### config.mk
export PLATFORM = sky130hd
export DESIGN_NAME = hostmsg_channel
export DESIGN_NICKNAME = d
export VERILOG_FILES = /design/src/rtl/hostmsg_pkg.sv /design/src/rtl/hm_fifo.sv /design/src/rtl/hm_write_port.sv /design/src/rtl/hm_decoder.sv /design/src/rtl/hostmsg_channel.sv
export SDC_FILE = /design/constraint.sdc
export NUM_CORES = 1
export LEC_CHECK = 0
export ABC_AREA = 1
export BUFFER_PORTS_ARGS = -buffer_cell sky130_fd_sc_hd__buf_4
export CAP_MARGIN = 0
export CORE_ASPECT_RATIO = 2
export CORE_UTILIZATION = 30
export CTS_CLUSTER_SIZE = 28
export DETAILED_ROUTE_END_ITERATION = 10
export PLACE_DENSITY_LB_ADDON = 0.15
export SYNTH_ARGS = -nofsm -noshare
export SYNTH_HDL_FRONTEND = slang
export SYNTH_SLANG_ARGS = --single-unit
### constraint.sdc
create_clock -name clk -period 3.3 [get_ports clk]
set_clock_uncertainty 0.1 [all_clocks]
set_input_delay 0 -clock clk [delete_from_list [all_inputs] [get_ports clk]]
set_output_delay 0 -clock clk [all_outputs]
set_load 0.02 [all_outputs]
### src/rtl/hostmsg_pkg.sv
package hostmsg_pkg;
  localparam int PAYLOAD_W = 16;
  localparam int KIND_W    = 2;
  localparam int MSG_W     = PAYLOAD_W + KIND_W;

  typedef enum logic [KIND_W-1:0] {
    KIND_EXIT   = 2'd0,
    KIND_CHAR   = 2'd1,
    KIND_INT_LO = 2'd2,
    KIND_INT_HI = 2'd3
  } msg_kind_e;

  typedef struct packed {
    msg_kind_e              kind;
    logic [PAYLOAD_W-1:0]   payload;
  } host_msg_t;

  function automatic host_msg_t split_word(input logic [MSG_W-1:0] w);
    return host_msg_t'(w);
  endfunction

  function automatic logic [2*PAYLOAD_W-1:0] join_halves(input logic [PAYLOAD_W-1:0] hi,
                                                         input logic [PAYLOAD_W-1:0] lo);
    return {hi, lo};
  endfunction

  function automatic logic [7:0] char_of(input logic [PAYLOAD_W-1:0] p);
    return p[7:0];
  endfunction
endpackage

### src/rtl/hm_fifo.sv
module hm_fifo #(
  parameter int W     = 18,
  parameter int DEPTH = 4
) (
  input  logic         clk,
  input  logic         rst_n,
  input  logic         push,
  input  logic [W-1:0] din,
  input  logic         pop,
  output logic [W-1:0] dout,
  output logic         empty,
  output logic         full
);
  localparam int AW = (DEPTH > 1) ? $clog2(DEPTH) : 1;
  localparam int CW = $clog2(DEPTH + 1);

  logic [W-1:0]  mem [DEPTH];
  logic [AW-1:0] rd_ptr, wr_ptr;
  logic [CW-1:0] count;

  function automatic logic [AW-1:0] bump(input logic [AW-1:0] p);
    return (p == AW'(DEPTH - 1)) ? '0 : p + AW'(1);
  endfunction

  always_ff @(posedge clk) begin
    if (push) mem[wr_ptr] <= din;
  end

  always_ff @(posedge clk or negedge rst_n) begin
    if (!rst_n) begin
      rd_ptr <= '0;
      wr_ptr <= '0;
      count  <= '0;
    end else begin
      if (push) wr_ptr <= bump(wr_ptr);
      if (pop)  rd_ptr <= bump(rd_ptr);
      case ({push, pop})
        2'b10:   count <= count + CW'(1);
        2'b01:   count <= count - CW'(1);
        default: count <= count;
      endcase
    end
  end

  assign dout  = mem[rd_ptr];
  assign empty = (count == '0);
  assign full  = (count == CW'(DEPTH));
endmodule

### src/rtl/hm_write_port.sv
module hm_write_port
  import hostmsg_pkg::*;
#(
  parameter int                ADDR_W    = 12,
  parameter logic [ADDR_W-1:0] HOST_ADDR = 12'h780,
  parameter int                PC_W      = 32
) (
  input  logic              clk,
  input  logic              rst_n,
  input  logic              start_valid,
  input  logic [PC_W-1:0]   start_pc,
  output logic              run,
  output logic [PC_W-1:0]   run_pc,
  input  logic              wr_en,
  input  logic [ADDR_W-1:0] wr_addr,
  input  logic [MSG_W-1:0]  wr_data,
  input  logic              fifo_full,
  output logic              push,
  output host_msg_t         push_msg,
  output logic              stall
);
  logic closed;
  logic hit;

  assign hit      = run && !closed && wr_en && (wr_addr == HOST_ADDR);
  assign push     = hit && !fifo_full;
  assign stall    = hit && fifo_full;
  assign push_msg = split_word(wr_data);

  always_ff @(posedge clk or negedge rst_n) begin
    if (!rst_n) begin
      run    <= 1'b0;
      run_pc <= '0;
      closed <= 1'b0;
    end else begin
      if (start_valid && !run) begin
        run    <= 1'b1;
        run_pc <= start_pc;
      end
      if (push && push_msg.kind == KIND_EXIT) closed <= 1'b1;
    end
  end
endmodule

### src/rtl/hm_decoder.sv
module hm_decoder
  import hostmsg_pkg::*;
(
  input  logic            clk,
  input  logic            rst_n,
  input  logic            host_ready,
  input  logic            empty,
  input  host_msg_t       head,
  output logic            pop,
  output logic            char_valid,
  output logic [7:0]      char_out,
  output logic            int_valid,
  output logic [31:0]     int_out,
  output logic            done,
  output logic            pass,
  output logic            proto_err,
  output logic            pend_valid
);
  logic [PAYLOAD_W-1:0] pend_lo;

  assign pop = host_ready && !empty;

  always_ff @(posedge clk or negedge rst_n) begin
    if (!rst_n) begin
      char_valid <= 1'b0;
      char_out   <= '0;
      int_valid  <= 1'b0;
      int_out    <= '0;
      done       <= 1'b0;
      pass       <= 1'b0;
      proto_err  <= 1'b0;
      pend_valid <= 1'b0;
      pend_lo    <= '0;
    end else begin
      char_valid <= 1'b0;
      int_valid  <= 1'b0;
      if (pop) begin
        case (head.kind)
          KIND_EXIT: begin
            done <= 1'b1;
            pass <= (head.payload == '0);
          end
          KIND_CHAR: begin
            char_valid <= 1'b1;
            char_out   <= char_of(head.payload);
          end
          KIND_INT_LO: begin
            pend_valid <= 1'b1;
            pend_lo    <= head.payload;
          end
          KIND_INT_HI: begin
            if (pend_valid) begin
              int_valid  <= 1'b1;
              int_out    <= join_halves(head.payload, pend_lo);
              pend_valid <= 1'b0;
            end else begin
              proto_err  <= 1'b1;
            end
          end
          default: ;
        endcase
      end
    end
  end
endmodule

### src/rtl/hostmsg_channel.sv
module hostmsg_channel
  import hostmsg_pkg::*;
#(
  parameter int          ADDR_W    = 12,
  parameter logic [11:0] HOST_ADDR = 12'h780,
  parameter int          PC_W      = 32,
  parameter int          DEPTH     = 4
) (
  input  logic              clk,
  input  logic              rst_n,
  input  logic              start_valid,
  input  logic [PC_W-1:0]   start_pc,
  output logic              core_run,
  output logic [PC_W-1:0]   core_start_pc,
  input  logic              wr_en,
  input  logic [ADDR_W-1:0] wr_addr,
  input  logic [17:0]       wr_data,
  output logic              core_stall,
  input  logic              host_ready,
  output logic              char_valid,
  output logic [7:0]        char_out,
  output logic              int_valid,
  output logic [31:0]       int_out,
  output logic              done,
  output logic              pass,
  output logic              proto_err
);
  logic      push, pop, fifo_full, fifo_empty, pend_valid;
  host_msg_t push_msg;
  host_msg_t head_msg;
  logic [MSG_W-1:0] head_bits;

  hm_write_port #(.ADDR_W(ADDR_W), .HOST_ADDR(ADDR_W'(HOST_ADDR)), .PC_W(PC_W)) u_wport (
    .clk(clk), .rst_n(rst_n),
    .start_valid(start_valid), .start_pc(start_pc),
    .run(core_run), .run_pc(core_start_pc),
    .wr_en(wr_en), .wr_addr(wr_addr), .wr_data(wr_data),
    .fifo_full(fifo_full), .push(push), .push_msg(push_msg), .stall(core_stall)
  );

  hm_fifo #(.W(MSG_W), .DEPTH(DEPTH)) u_fifo (
    .clk(clk), .rst_n(rst_n),
    .push(push), .din(push_msg),
    .pop(pop), .dout(head_bits),
    .empty(fifo_empty), .full(fifo_full)
  );

  assign head_msg = split_word(head_bits);

  hm_decoder u_dec (
    .clk(clk), .rst_n(rst_n),
    .host_ready(host_ready), .empty(fifo_empty), .head(head_msg),
    .pop(pop),
    .char_valid(char_valid), .char_out(char_out),
    .int_valid(int_valid), .int_out(int_out),
    .done(done), .pass(pass), .proto_err(proto_err),
    .pend_valid(pend_valid)
  );
endmodule

==> impl_table.tex, run 1 <==
\begin{tabular}{lr}
\hline
Metric & Value \\
\hline
\multicolumn{2}{l}{\textbf{Outcome}} \\
Result of the run & finished, final reports clean \\
\multicolumn{2}{l}{\textbf{Routing}} \\
Routed wire length & 15700 µm \\
Post-DRT Antenna Nets & 0 \\
Routed vias & 4636 \\
Pre-antenna DRT Iters & 4 \\
Vias per Instance & 4.33 \\
\# DRC & 0 \\
Detailed-route wire length per cell & 14.7 µm \\
Number of DRC markers in iteration 0 & 178 \\
\multicolumn{2}{l}{\textbf{Final layout}} \\
Fraction of layout instances using a drive strength above 1 & 0.292 \\
Number of nets at the end of the flow & 855 \\
Layout fillers & 2097 \\
Reg area & 4740 µm² \\
Diode insertion count for antenna repair & 0 \\
Area overhead of the layout relative to synthesis & 36.8\% \\
Multi-input gate area in the final layout & 1860 µm² \\
\multicolumn{2}{l}{\textbf{Floorplanning}} \\
Die X & 108 µm \\
Core Box Area & 22200 µm² \\
Die ar. & 23300 µm² \\
Standard-cell row count & 77 \\
Number of top-level design ports & 146 \\
Initial Util & 0.307 \\
Die height & 215 µm \\
\multicolumn{2}{l}{\textbf{Global route}} \\
Initial antenna violation count & 0 \\
Aggregate global routing overflow & 0 \\
All-Layer GR Usage & 0.144 \\
Global-route wire length before repair & 24700 µm \\
Pin count of the biggest net entering global routing & 66 \\
Via count of the first global-routing pass & 4689 \\
\multicolumn{2}{l}{\textbf{Pwr}} \\
Max IR drop VDD & 0.519 mV \\
Leakage Power & 4.32 nW \\
Power density cells & 748 nW/µm² \\
\multicolumn{2}{l}{\textbf{Logic synthesis}} \\
Yosys Warn Count & 0 \\
Syn Std Cell Area & 6800 µm² \\
Syn\_nets & 651 \\
Post-synthesis cell count & 577 \\
Post-Syn Area per Cell & 11.8 µm² \\
Fraction of the yosys area taken by sequential cells & 0.697 \\
Distinct cell type count after synthesis & 29 \\
Yosys reg bits & 175 \\
\multicolumn{2}{l}{\textbf{Timing}} \\
Slew HR & 0.401 \\
Slew at the pin closest to its max-slew limit & 897 ps \\
Total negative slack for setup checks & 0 ps \\
Count of final max-slew check failures & 0 \\
Unrepaired setup endpoints after global routing & no \\
Post-layout min period & 2530 ps \\
Post-route clock period utilization & 0.766 \\
Final setup violation count & 0 \\
Hold Violations, Final & 0 \\
Final-layout worst hold slack & 38.1 ps \\
Highest attainable clock frequency & 0.395 GHz \\
\multicolumn{2}{l}{\textbf{Clock network}} \\
Clock sink total & 175 \\
Buffer cell driving the clock tree root & clkbuf\_16 \\
Htree depth & 4 \\
Number of buffers added by the clock tree synthesis step & 17 \\
Clock Pin Slew Worst Setup and Hold Paths & 60 ps \\
Maximum buffer depth of the clock tree & 2 \\
CTS tree & built \\
Clock latency at the later pin of the worst-skew pair & 430 ps \\
Number of gates resized after cts & 0 \\
\multicolumn{2}{l}{\textbf{Worst setup path}} \\
Crit path max-delay cell type & dfrtp\_1 \\
Capturing element type of the critical path & flip-flop \\
Most used cell along the critical path & inv\_2 \\
Max Fanout on Critical Path & 48 \\
Critical path's largest stage delay & 690 ps \\
Cells along the critical path & inv\_2 -> nand2\_1 -> nand3\_1 -> nand2\_1 -> inv\_2 -> nand2\_2 -> nor2\_8 -> inv\_2 -> o21ai\_0 \\
Start-to-end type of the worst setup path & reg2reg \\
Arrival @ worst endpoint & 2700 ps \\
Critical Path RT & 3470 ps \\
Setup crit start kind & flip-flop \\
Sum of buffers and inverters on the critical path & 3 \\
Kind of cell adding the most delay to the critical path & buffers and inverters \\
\multicolumn{2}{l}{\textbf{Flow run}} \\
Max cap viols & 0 \\
\multicolumn{2}{l}{\textbf{Placed design}} \\
Input/output buffers & 145 \\
Final GP Congestion & 0.750 \\
Dpl hpwl & 11300 µm \\
\multicolumn{2}{l}{\textbf{Hold path}} \\
Worst hold path class & in2reg \\
\hline
\end{tabular}
[worst reg2reg max path: cells and delay by family, from the launching register on]
family / cells / cell delay (ps)
AOI/OAI and AO/OA: 1 / 200
and+or+nand+nor: 5 / 530
DFF: 1 / 690
buffers and inverters: 3 / 840
[flip-flops by register name, indices dropped and copies added (netlist names)]
register and cells:
u_dec.pend_valid 1, u_dec.pend_lo 16, u_wport.run 1, u_dec.done 1
u_dec.proto_err 1, u_fifo.wr_ptr 2, u_fifo.count 3, u_fifo.mem 72
u_dec.int_valid 1, u_wport.run_pc 32, u_dec.pass 1, u_wport.closed 1
u_fifo.rd_ptr 2, u_dec.char_out 8, u_dec.int_out 32, u_dec.char_valid 1
[metrics by stage]
stage,setup WS (ps),total power [mW],utilization,instances,area (µm²)
finish,771,6.96,0.420,1070,9310
global route,464,7.39,0.420,1070,9310
CTS,741,7.08,0.420,1070,9310
detailed placement,779,5.05,0.369,985,8190
global placement,903,5.00,0.369,985,8190
floorplan,1140,4.18,-,577,6800
[placed cells by master, fill, tap and decap left out, drive strengths merged, types with 2 or more instances in the layout]
master         n
dfrtp        103
nand2        201
mux2          32
inv           22
edfxtp        72
buf          155
dlygate4sd3   53
o21bai         2
clkbuf        24
clkinvlp       2
nor2          21
ha             6
clkinv         4
o21a           8
nand3         40
o21ai         41
[report_power, final]
group | switching [mW] | total [mW] | internal [mW]
Combinational | 1.34 | 2.12 | 0.783
Sequential | 0.243 | 2.88 | 2.64
Clock | 0.796 | 1.96 | 1.16
Total | 2.38 | 6.96 | 4.58
[final timing paths]
check / startpoint / end / slack, ps / cells after the start
max: u_fifo.rd_ptr[0] / u_dec.int_out[27] / 770 / 9
max reg2reg: u_fifo.rd_ptr[0] / u_dec.int_out[27] / 770 / 9
min in group asynchronous: rst_n / u_wport.run_pc[15] / 100 / 2
min: wr_addr[3] / u_wport.closed / 40 / 6
max in group asynchronous: rst_n / u_dec.pend_lo[11] / 2150 / 3
min reg2reg: u_dec.pend_valid / u_dec.proto_err / 360 / 1
[cells in the mapped netlist, drive strengths merged]
cell type,instances,area (µm²)
xor2,1,8.76
nand3b,1,7.51
dfrtp,103,2580
inv,21,78.8
nand3,40,200
ha,6,75.1
edfxtp,72,2160
a21oi,1,5.00
o21bai,2,15.0
o31ai,1,7.51
o21ai,41,220
o21a,8,60.1
xnor2,1,8.76
mux2,32,360
or2,1,6.26
nor2,21,105
fa,1,20.0
buf,12,82.6
clkbuf,11,41.3
nand2,201,759
[per-layer routing]
layer  track usage  vias up  wire length, µm
li1              -     2334                -
met4        0.0689        0              413
met2         0.270      116             8880
met1         0.142     2166             5750
met3        0.0337       20              673
met5             0        -                0
[repair_timing]
action / 4_1_cts / 5_1_grt
endpoints found under the setup margin: 0 / 0
buffers inserted: 0 / 0
endpoints found under the hold margin: 170 / 0
hold buffers: 53 / 0
[cell type report]
type                    count  area share
multi-input cells         358       0.200
well taps                 276      0.0371
inverters                  21     0.00847
repair buffers            208       0.182
clock inverters             8     0.00834
clock buffers              24      0.0549
flip-flops and latches    175       0.509
[cell families after synthesis]
family / count (synthesis) / synth area share
xor+xnor: 2 / 0.00258
compound gates: 53 / 0.0453
mux: 32 / 0.0530
buf+inv: 44 / 0.0298
fa+ha+maj: 7 / 0.0140
simple gates: 264 / 0.159
flops: 175 / 0.697
Power figures use the tool's default switching activity.
==> run 2, diff against run 1 <==
- clock period: 3.3 -> 2.23 ns (I/O delays scaled with it)
==> run 2 against run 1 <==
  * Final area grew 0.93%
  * Core utilization grew 0.39 points
  * Wire length grew 8.8%
  * Via count grew 4.0%
  * Non-clock buffer count grew 12
  * Die area is the same
  * Critical path depth grew 1
  * Clock power grew 39%
  * Flip-flop and latch count is the same
  * Clock-buffer cell count is the same
  * Final cell count grew 1.1%
  * Critical path type unchanged
  * Highest routed layer unchanged
==> impl_table.tex, run 2 (same netlist as run 1, synthesis figures left out) <==
\begin{tabular}{lr}
\hline
Metric & Value \\
\hline
\multicolumn{2}{l}{\textbf{Outcome}} \\
Result of the run & finished, final reports clean \\
\multicolumn{2}{l}{\textbf{Timing}} \\
Unrepaired setup endpoints after global routing & no \\
Slew HR & 0.730 \\
Slew at the pin closest to its max-slew limit & 405 ps \\
Final setup violation count & 0 \\
Count of final max-slew check failures & 0 \\
Post-layout min period & 2050 ps \\
Total negative slack for setup checks & 0 ps \\
Highest attainable clock frequency & 0.488 GHz \\
Post-route clock period utilization & 0.919 \\
Worst setup margin & 181 ps \\
Hold Violations, Final & 0 \\
\multicolumn{2}{l}{\textbf{Worst setup path}} \\
Critical Path RT & 2430 ps \\
Source of the worst register-to-register timing path & u\_fifo.count[0] \\
Max Fanout on Critical Path & 6 \\
Capturing element type of the critical path & flip-flop \\
Start-to-end type of the worst setup path & reg2reg \\
Count of cells along the worst register-to-register path & 10 \\
Setup crit start kind & flip-flop \\
Register-to-register setup slack & 180 ps \\
R2R Path End & u\_fifo.count[2] \\
Arrival @ worst endpoint & 2250 ps \\
\multicolumn{2}{l}{\textbf{Pwr}} \\
Max IR drop VDD & 0.532 mV \\
Power density cells & 1100 nW/µm² \\
Total Power & 10.3 mW \\
Leakage Power & 4.36 nW \\
\multicolumn{2}{l}{\textbf{Global route}} \\
Pin count of the biggest net entering global routing & 53 \\
Via count of the first global-routing pass & 4993 \\
All-Layer GR Usage & 0.154 \\
Initial antenna violation count & 0 \\
Global-route wire length before repair & 26500 µm \\
Aggregate global routing overflow & 0 \\
\multicolumn{2}{l}{\textbf{Final layout}} \\
Highest-count cells in the layout ignoring fill and taps & nand2\_1, buf\_4, dfrtp\_1 \\
Final Util & 0.424 \\
Post-route cell area & 9390 µm² \\
Largest registers & u\_fifo.mem: 72 flops, u\_dec.int\_out: 32 flops, u\_wport.run\_pc: 32 flops \\
Diode insertion count for antenna repair & 0 \\
Layout fillers & 2125 \\
Multi-input gate area in the final layout & 1860 µm² \\
Fraction of layout instances using a drive strength above 1 & 0.298 \\
Number of nets at the end of the flow & 867 \\
Area overhead of the layout relative to synthesis & 38.1\% \\
Most common cell after layout, fill and taps aside & nand2\_1 \\
Largest register FFs & 72 \\
Reg area & 4740 µm² \\
Largest register by flop count & u\_fifo.mem \\
\multicolumn{2}{l}{\textbf{Floorplanning}} \\
Number of top-level design ports & 146 \\
Initial Util & 0.307 \\
Die X & 108 µm \\
Core Box Area & 22200 µm² \\
Die ar. & 23300 µm² \\
Die height & 215 µm \\
Standard-cell row count & 77 \\
\multicolumn{2}{l}{\textbf{Routing}} \\
Number of DRC markers in iteration 0 & 137 \\
\# DRC & 0 \\
Routed vias & 4823 \\
Post-DRT Antenna Nets & 0 \\
Detailed-route wire length per cell & 15.8 µm \\
Pre-antenna DRT Iters & 4 \\
Vias per Instance & 4.46 \\
Routed wire length & 17100 µm \\
\multicolumn{2}{l}{\textbf{Flow run}} \\
Max cap viols & 0 \\
\multicolumn{2}{l}{\textbf{Hold path}} \\
Hold path endpoint & u\_fifo.count[0] \\
Source of the worst hold timing path & wr\_addr[3] \\
Worst hold path class & in2reg \\
Cell count of the worst hold path & 7 \\
\multicolumn{2}{l}{\textbf{Placed design}} \\
Input/output buffers & 145 \\
Dpl hpwl & 12200 µm \\
Total cell area at the placement stage & 8280 µm² \\
Worst-case setup slack after placement & 200 ps \\
Final GP Congestion & 0.755 \\
\multicolumn{2}{l}{\textbf{Clock network}} \\
Number of buffers added by the clock tree synthesis step & 17 \\
Buffer cell driving the clock tree root & clkbuf\_16 \\
Maximum buffer depth of the clock tree & 2 \\
CTS tree & built \\
Clock latency at the later pin of the worst-skew pair & 430 ps \\
Htree depth & 4 \\
Clock Pin Slew Worst Setup and Hold Paths & 60 ps \\
Clock sink total & 175 \\
\hline
\end{tabular}
==> run 2: changes by cell type in the layout (fill, tap and decap cells not counted) <==
| cell | previous run | this run |
|---|---|---|
| buf_12 | 0 | 3 |
| buf_4 | 155 | 162 |
| bufinv_16 | 1 | 0 |
| clkbuf_1 | 1 | 3 |
| clkbuf_16 | 18 | 17 |
| clkbuf_4 | 2 | 1 |
| dlygate4sd3_1 | 53 | 55 |
| inv_6 | 1 | 2 |
==> run 2: cell type report <==
class	count	share of cell area
clock inverters	8	0.00600
clock buffers	24	0.0517
inverters	21	0.00839
flip-flops and latches	175	0.505
multi-input cells	358	0.198
well taps	276	0.0368
repair buffers	220	0.195
==> run 2: critical path, cell delays in order, from the launching register on <==
cell and delay (ps):
dfrtp_1 390, nor2_1 70, nand2_1 50, nand2_1 100, inv_1 160, ha_1 170, inv_1 70, fa_1 380
a21oi_1 150, o21ai_0 120, xor2_1 160
==> run 2: what timing repair did <==
action	CTS	global route
setup buffers	0	0
hold buffers	56	0
resized for setup	0	0
hold endpoints to repair	213	0
==> run 2: worst max path at each step <==
stage                          startpoint          endpoint  slack [ps]  cells after the start
after floorplan               u_wport.run  u_fifo.mem[0][0]          70                      4
after global placement    u_fifo.count[0]   u_fifo.count[2]         230                     10
after detailed placement  u_fifo.count[0]   u_fifo.count[2]         200                     10
after CTS                 u_fifo.count[0]   u_fifo.count[2]         190                     10
after global routing      u_fifo.count[0]   u_fifo.count[2]           6                     10
final                     u_fifo.count[0]   u_fifo.count[2]         180                     10
==> run 2: routing by layer <==
metal | share of wire | GRT usage
met1 | 0.36 | 0.149
met2 | 0.57 | 0.293
met5 | 0 | 0
met3 | 0.038 | 0.0306
met4 | 0.031 | 0.0829
==> run 2: report_power, final <==
group	internal [mW]	switching, mW
clock	1.53	1.20
combinational	1.25	2.08
sequential	3.90	0.363
total	6.68	3.64
==> run 2: through the flow <==
step	cells	hold slack, ps
after detailed placement	994	-142
after global routing	1082	164
after CTS	1082	118
after global placement	994	-155
after floorplan	577	-396
final	1082	137
